### src/rtl/mant_rounder.sv
module mant_rounder #(
  parameter int MANT_W = 24
) (
  input  logic              clk,
  input  logic              rst_n,
  input  logic              in_valid,
  input  logic [MANT_W+1:0] mant_in,
  input  logic              sticky_in,
  input  logic              sign_in,
  input  logic [1:0]        mode_in,
  output logic              out_valid,
  output logic [MANT_W:0]   mant_out,
  output logic              round_up,
  output logic              inexact
);
  localparam logic [1:0] MODE_NEAR = 2'd0;
  localparam logic [1:0] MODE_ZERO = 2'd1;
  localparam logic [1:0] MODE_POS  = 2'd2;
  localparam logic [1:0] MODE_NEG  = 2'd3;

  logic [MANT_W-1:0] kept;
  logic              g_bit, r_bit, lost, bump;
  logic [MANT_W:0]   sum;

  assign kept  = mant_in[MANT_W+1:2];
  assign g_bit = mant_in[1];
  assign r_bit = mant_in[0];
  assign lost  = g_bit | r_bit | sticky_in;

  always_comb begin
    case (mode_in)
      MODE_ZERO: bump = 1'b0;
      MODE_POS:  bump = lost & ~sign_in;
      MODE_NEG:  bump = lost & sign_in;
      MODE_NEAR: bump = g_bit & (r_bit | sticky_in | kept[0]);
      default:   bump = g_bit & (r_bit | sticky_in | kept[0]);
    endcase
  end

  assign sum = {1'b0, kept} + {{MANT_W{1'b0}}, bump};

  always_ff @(posedge clk or negedge rst_n) begin
    if (!rst_n) begin
      out_valid <= 1'b0;
      mant_out  <= '0;
      round_up  <= 1'b0;
      inexact   <= 1'b0;
    end else begin
      out_valid <= in_valid;
      if (in_valid) begin
        mant_out <= sum;
        round_up <= bump;
        inexact  <= lost;
      end
    end
  end
endmodule

### config.mk
export PLATFORM = sky130hd
export DESIGN_NAME = mant_rounder
export DESIGN_NICKNAME = d
export VERILOG_FILES = /design/src/rtl/mant_rounder.sv
export SDC_FILE = /design/constraint.sdc
export NUM_CORES = 1
export LEC_CHECK = 0
export BUFFER_PORTS_ARGS = -buffer_cell sky130_fd_sc_hd__buf_2
export CAP_MARGIN = 20
export CORE_ASPECT_RATIO = 0.75
export CORE_MARGIN = 10
export CORE_UTILIZATION = 25
export CTS_CLUSTER_DIAMETER = 120
export DETAILED_ROUTE_END_ITERATION = 10
export GPL_TIMING_DRIVEN = 0
export PLACE_DENSITY_LB_ADDON = 0.05
export SYNTH_ARGS = -nofsm -noshare
export SYNTH_HDL_FRONTEND = slang
export SYNTH_SLANG_ARGS = --single-unit
### constraint.sdc
create_clock -name clk -period 1 [get_ports clk]
set_clock_uncertainty 0.05 [all_clocks]
set_input_delay 0.2 -clock clk [delete_from_list [all_inputs] [get_ports clk]]
set_output_delay 0.2 -clock clk [all_outputs]
set_load 0.01 [all_outputs]
==> results.md, run 1 <==
Outcome:
- The run finished, with violations left.
- The checks that failed: hold timing, setup timing.

Pwr:
- The internal cell power is 1960 uW.
- The clock share of power is 26.8%.
- Of the total power, combinational logic draws 26.4%.
- The worst IR drop on VDD is 0.456 mV.
- Net switching is 29.0% of the power.
- In this run the static leakage power is 0.00108 uW.
- The power density over cell area is 1120 mW/mm^2.
- Total power for the finished layout comes to 2760 uW.
- Summed over all nets, the switching power comes to 801 uW.
- Sequential cells burn 46.8% of the power.

Critical path:
- The minimum setup slack among reg-to-reg paths is 70 ps.
- In this run the critical register-to-register path is launched from inexact.
- STA puts the critical path data required time at 1160 ps.
- The kind of launch point of the worst setup path is a primary input.
- The data arrival at the endpoint of the critical path is 2080 ps.
- The endpoint identified for the worst register-to-register timing path is inexact.
- The start-to-end type of the worst setup path is primary input to flop.
- The most critical setup path has its startpoint at mode_in[1].
- The critical path ends at mant_out[22].
- In this run the worst path has a maximum fanout of 8.
- The number of cells on the worst reg-to-reg path is 4.
- The worst setup path is captured at a flop.

Clocking:
- The maximum number of buffers from clock root to sink is 2.
- After clock tree synthesis, the flow added hold-fix buffers numbering 1.
- The later pin in the worst-skew pair is clocked with a latency of 280 ps.
- The maximum level of the CTS H-tree is 1.
- The CTS sink count is 28.
- The TritonCTS clock tree is built.
- The clock-pin transition on the worst setup and hold timing paths is 110 ps.
- The number of CTS-inserted buffers is 3.
- In this run the clock root is driven by a clkbuf_8.

Logic synthesis:
- The flip-flop and latch count after synthesis is 28.
- The total nets after synthesis is 200.
- After technology mapping, the gate count stands at 165.
- The post-synthesis instance area is 0.00153 sq mm.
- Each instance of the synthesized netlist takes up on average 9.26 sq um.
- During synthesis, Yosys emitted a total of 0 warnings.
- The area share of the largest cell type after synthesis is 45.9%.
- The sequential area share after synthesis is 45.9%.
- Yosys attributes the largest share of cell area to dfrtp_1, nor2_1, a21oi_1, xor2_1, a31oi_1.
- Yosys mapped the design onto 33 distinct sky130hd cell types.
- The dominant cell type by area after synthesis is dfrtp_1.

Die:
- The count of boundary I/O pins is 61.
- The region available for standard cell placement spans 0.00586 sq mm.
- The initial core utilization is 26.1%.
- The initialized floorplan defines 24 standard-cell rows.
- The die covers 0.00967 sq mm.
- The die outline width is 110 um.
- Measured along the y axis, the die boundary spans 87.7 um.

Timing:
- The number of hold violations in the final report is 28.
- The minimum clock period is 1920 ps.
- The portion of the clock cycle consumed by the worst path in the final layout is 192%.
- Once routing completed, OpenROAD measured the worst setup slack at -920 ps.
- The worst pin sits at a relative slew slack of 55.4%.
- The final number of setup-violating endpoints is 53.
- Adding up every negative setup slack in the final design gives -18650 ps.
- Final hold analysis gives a worst-case slack of -116 ps.
- Derived from the worst setup path, the maximum achievable clock frequency is 521 MHz.
- At the pin with the least slew margin, the transition time is 669 ps.
- The max-slew violation count was 0.
- Setup repair after global routing could not meet its margin everywhere.

Flow run:
- Max-cap violations in this run came to 0.

Routing:
- In this run the remaining antenna-violating nets after routing total 0.
- The count of TritonRoute iterations in the first routing pass is 4.
- The average wire length per cell after detail routing is 15.6 um.
- After detailed routing, the number of remaining DRC violations is 0.
- The detailed router finished its first iteration with 60 violations.
- After detailed routing, the number of vias per cell comes to 4.74.
- Detailed routing inserted a total of 1603 vias.
- The aggregate routed wire length is 5260 um.

Finish:
- The final-stage net count is 296.
- The sequential cells in the finished layout cover a total of 701 sq um.
- The growth of design area from synthesis to finish is 61.3%.
- For this run, the share of the core covered by cells in the final layout is 42.1%.
- The fill cell total of the finished layout is 602.
- The repair_antennas step left the layout with diodes totalling 0.
- In the final layout, the share of cells above drive strength 1 is 48.8%.
- The leading cell type in the layout, fill and taps excluded is buf_2.
- The multi-input gate area in the final layout is 902 sq um.
- After routing the design area is 0.00246 sq mm.
- The top cell types in the final layout, fill and taps aside, are buf_2, dfrtp_1, nor2_1.

Placed design:
- The weighted congestion at the end of routability-driven global placement is 0.742.
- The half-perimeter wire length after placement is 3800 um.
- During placement, the flow inserted port buffers numbering 60.
- The post-detailed-placement cell area is 0.00200 sq mm.

Hold path:
- The class of the tightest hold or removal check is primary input to async pin.

Global routing:
- The initial antenna violation count came to 0.
- Global routing consumed, over all layers together, 10.8% of the routing resources.
- The via count of the first global-routing pass came to 1635.
- The first global-routing pass estimated 8360 um of wire.
- Summed over all layers, the global routing overflow is 0.
- Entering global routing, the biggest net connects 29 pins.
==> final cells by class <==
type	instances	share of cell area (%)
multi-input combinational	126	36.6
sequential	28	28.4
timing repair buffer	91	25.9
tap	78	3.96
buffer	9	2.59
clock buffer	4	2.23
inverter	2	0.305
==> power by group through the flow <==
| stage | clock network [uW] | logic [uW] | registers (uW) |
|---|---|---|---|
| final | 740 | 729 | 1300 |
| after global routing | 821 | 804 | 1310 |
| after CTS | 784 | 673 | 1290 |
| after detailed placement | 0 | 574 | 1310 |
| after global placement | 0 | 576 | 1310 |
| after floorplan | 0 | 208 | 1370 |
==> worst min-delay path by stage <==
stage	start	end	slack, ps	cells after the start
global placement	rst_n	inexact	240	1
CTS	rst_n	mant_out[24]	-90	1
detailed placement	rst_n	inexact	240	1
finish	rst_n	mant_out[24]	-120	1
floorplan	rst_n	inexact	-150	0
global route	rst_n	mant_out[24]	-60	1
==> cell families (layout without fill, tap and decap cells) <==
family | Yosys count | count (layout) | share of synthesized area [%]
AND/OR/NAND/NOR | 72 | 72 | 24.7
XOR/XNOR | 13 | 13 | 7.45
flip-flops | 28 | 28 | 45.9
multiplexers | 4 | 4 | 2.87
adder cells (fa/ha/maj) | 2 | 2 | 1.64
AO/OA/AOI/OAI | 35 | 35 | 14.2
buffers and inverters | 11 | 106 | 3.36
==> worst max-delay path, cell delays in order <==
cell and delay (ps):
buf_6 90, nor2b_1 110, mux2i_1 190, o221a_4 230, ha_4 160, ha_4 130, and3_4 190, nand2_4 60
buf_6 140, or4_4 400, a31oi_1 170
==> synth_stat cells <==
master / count
dfrtp_1: 28
nor2_1: 25
a21oi_1: 14
a31oi_1: 9
nand2_1: 9
nand3_1: 8
xor2_1: 8
o31ai_1: 7
or4_1: 7
clkbuf_1: 6
nand4_1: 6
xnor2_1: 5
nor3_1: 4
mux2_2: 3
and3_1: 2
and4_1: 2
buf_2: 2
ha_1: 2
inv_1: 2
o21ai_0: 2
or3_1: 2
and4_2: 1
buf_6: 1
mux2i_1: 1
nand2b_1: 1
nand3_2: 1
nor2b_1: 1
nor4_1: 1
o21a_1: 1
o221a_2: 1
o41ai_1: 1
or2_2: 1
or3_4: 1
==> sequential cells by signal (all words and copies together), names as in the netlist <==
name	flops
inexact	1
mant_out	25
out_valid	1
round_up	1
==> through the flow <==
stage | worst slack, ps | cells
floorplan | -978 | 165
global placement | -1300 | 303
detailed placement | -1320 | 303
CTS | -854 | 328
global route | -963 | 338
finish | -920 | 338
==> metal layers <==
layer | part of all wire, % | vias to the layer above | GRT usage, %
li1 | - | 795 | -
met2 | 44 | 40 | 16.4
met3 | 6.0 | 2 | 3.60
met4 | 0.44 | 0 | 1.75
met5 | 0 | - | 0
met1 | 50 | 766 | 14.7
==> timing repair <==
| action | CTS | global route |
|---|---|---|
| endpoints found under the setup margin | 53 | 53 |
| pin swaps | 29 | 20 |
| setup buffers | 21 | 11 |
| resized for setup | 20 | 17 |
| endpoints found under the hold margin | 29 | 28 |
No activity file was read; power rests on OpenSTA's default activity.
==> run 2: changes to the inputs <==
Settings changed: GPL_TIMING_DRIVEN 0 to not set.
==> run 2 against run 1 <==
Net effect:
- the flow finishes with violations (setup timing)
- via count is 3.1% higher
- count of clock-buffer cells in the layout unchanged
- die area unchanged
- worst hold slack improved by 220 ps
- register-to-register slack about the same
- critical path depth up 1
- sequential share of layout area down 2.9 points
- clock power about the same
- sequential power is essentially flat
- flip-flop and latch count did not move
- global-route usage increased by 0.089 points
- critical endpoint is now mant_out[20]
- largest power group unchanged
==> results.md, run 2 (synthesized netlist as in run 1, its figures left out) <==
Outcome:
- The run finished, with violations left.
- The final reports fail on setup timing.

Timing:
- The highest clock rate was 556 MHz (+6.8%).
- The actual slew at the worst max-slew pin came to 340 ps (-328 ps).
- The max-slew violation count came to 0 (unchanged).
- The slack of the critical path was -798 ps (+122 ps).
- The minimum clock period came to 1800 ps (-122 ps).
- Setup repair after global routing could not meet its margin everywhere.
- The number of hold violations in the final report is 0 (-100%).
- The final number of setup-violating endpoints is 53 (unchanged).
- The final sum of negative setup slack came to -16810 ps (+1850 ps).
- The tightest slew margin relative to the limit is 77.3% (+22 points).
- The portion of the clock cycle consumed by the worst path in the final layout is 180% (-12 points).

Routing:
- The aggregate routed wire length is 5340 um (+1.4%).
- The vias after detailed routing was 1652 (+3.1%).
- The average wire length per cell after detail routing came to 14.6 um (-6.1%).
- The starting DRC count in detailed routing came to 36 (-40%).
- The remaining antenna violation count is 0 (unchanged).
- The count of TritonRoute iterations in the first routing pass is 4 (unchanged).
- The vias per cell came to 4.53 (-4.6%).
- The DRC violation count after routing came to 0 (unchanged).

Pwr:
- The static power due to leakage is 0.00125 uW (+15%).
- The power density over cell area is 1040 mW/mm^2 (-7.5%).
- The worst IR drop on VDD is 0.512 mV (+12%).
- The overall power of the completed layout is 2850 uW (+3.1%).

Die:
- The die area was 0.00967 sq mm (unchanged).
- The die outline width was 110 um (unchanged).
- The die height came to 87.7 um (unchanged).
- The site row count is 24 (unchanged).
- The initial core utilization is 26.1% (unchanged).
- The core area came to 0.00586 sq mm (unchanged).
- The count of boundary I/O pins is 61 (unchanged).

Finish:
- The layout cell share with drive strength beyond 1 is 57.5% (+8.6 points).
- The number of flip-flops in the largest register came to 25 (unchanged).
- The final standard cell utilization of the core is 46.9% (+4.8 points).
- The number of antenna cells inserted is 0 (unchanged).
- The final-stage net count came to 323 (+9.1%).
- The leading cell type in the layout, fill and taps excluded is buf_4.
- From synthesis to final layout, the design area changed by 79.8%.
- The register ranked first by flip-flop count is mant_out.
- In the layout the commonest cells are buf_4, buf_2, dfrtp_1.

Placed design:
- The weighted congestion at the end of routability-driven global placement came to 0.772 (+4.1%).
- The count of port buffers added during placement is 60 (unchanged).
- The half-perimeter wire length after placement is 3970 um (+4.7%).

Clocking:
- Clock tree synthesis selected as its root buffer the cell clkbuf_8.
- The CTS sink count is 28 (unchanged).
- The maximum number of buffers from clock root to sink is 2 (unchanged).
- The maximum level of the CTS H-tree is 1 (unchanged).
- The clock-pin transition on the worst setup and hold timing paths was 100 ps (about the same).
- The number of CTS-inserted buffers was 3 (unchanged).
- The clock insertion delay at the later pin of the skew report is 290 ps (about the same).
- TritonCTS built the clock tree.

Critical path:
- The largest individual stage delay along the critical path comes from the cell o221a_4.
- The required arrival time at the worst endpoint is 1120 ps (-40 ps).
- The signal on the critical path passes through buf_6 -> nor2b_4 -> mux2i_2 -> o221a_4 -> ha_4 -> ha_4 -> and3_4 -> nand2_8 -> buf_6 -> buf_4 -> o31ai_2 -> a31oi_1.
- The delay of the slowest critical-path stage was 230 ps (-170 ps).
- The start-to-end type of the worst setup path is primary input to flop.
- The data arrival at the endpoint of the critical path was 1920 ps (-160 ps).
- The maximum net fanout on the critical path is 6 (-2).
- The kind of launch point of the worst setup path is a primary input.
- The kind of capture point of the worst setup path is a flop.

Global routing:
- The maximum number of pins on one net before global-route repair was 29 (unchanged).
- The via count of the first global-routing pass is 1740 (+6.4%).
- The initial antenna violation count is 0 (unchanged).
- The wire length of the first global-routing pass is 8370 um (+0.17%).
- The all-layer global routing usage is 10.9% (+0.089 points).
- The total overflow reported by the global router is 0 (unchanged).

Flow run:
- The max-capacitance violation count came to 0 (unchanged).

Hold path:
- The class of the tightest hold or removal check is primary input to flop.
==> run 2: power breakdown <==
part | leakage, uW | internal [uW] | switching, uW | total [uW]
clock | 0.0000288 | 354 | 387 | 741
combinational | 0.000902 | 433 | 380 | 814
sequential | 0.000316 | 1240 | 58.6 | 1300
total | 0.00125 | 2020 | 826 | 2850
==> run 2: layer usage <==
metal,vias up,global-route usage [%],wire length (um)
li1,848,-,-
met1,758,13.3,2420
met2,41,17.3,2450
met3,5,3.67,412
met4,0,4.07,59
met5,-,0,0
==> run 2: worst paths after layout <==
check / slack (ps) / depth (start not counted) / from / endpoint
min reg2reg: 480 / 1 / mant_out[0] / mant_out[0]
min: 100 / 1 / in_valid / out_valid
max in group asynchronous: 400 / 3 / rst_n / mant_out[13]
max reg2reg: 70 / 4 / mant_out[24] / mant_out[24]
min in group asynchronous: 340 / 3 / rst_n / out_valid
max: -800 / 12 / mode_in[1] / mant_out[20]
==> run 2: stage by stage <==
stage	instances	area, sq um	hold WS (ps)	setup slack (ps)
floorplan	165	1600	-146	-978
global placement	342	2320	109	-1120
detailed placement	342	2320	114	-1230
CTS	356	2490	97.5	-785
global route	365	2750	99.4	-863
finish	365	2750	101	-798
==> run 2: critical path: cells and delay by family <==
kind,cells,cell delay [ps]
buffers and inverters,3,360
adders and majority gates,2,280
AOI/OAI and AO/OA,3,500
muxes,1,190
and+or+nand+nor,3,390
==> run 2: area by class of cell <==
class	instances	area [sq um]
fillers	600	3110
multi-input cells	126	992
repair buffers	127	893
flip-flops and latches	28	701
well taps	78	97.6
clock buffers	4	55.1
inverters	2	7.51
==> run 2: repair_timing <==
| item | CTS | global route |
|---|---|---|
| endpoints found under the setup margin | 53 | 53 |
| resized for setup | 8 | 38 |
| buffers inserted | 10 | 11 |
| pin swaps | 24 | 22 |
| endpoints found under the hold margin | 28 | 0 |
| hold buffers | 1 | 0 |
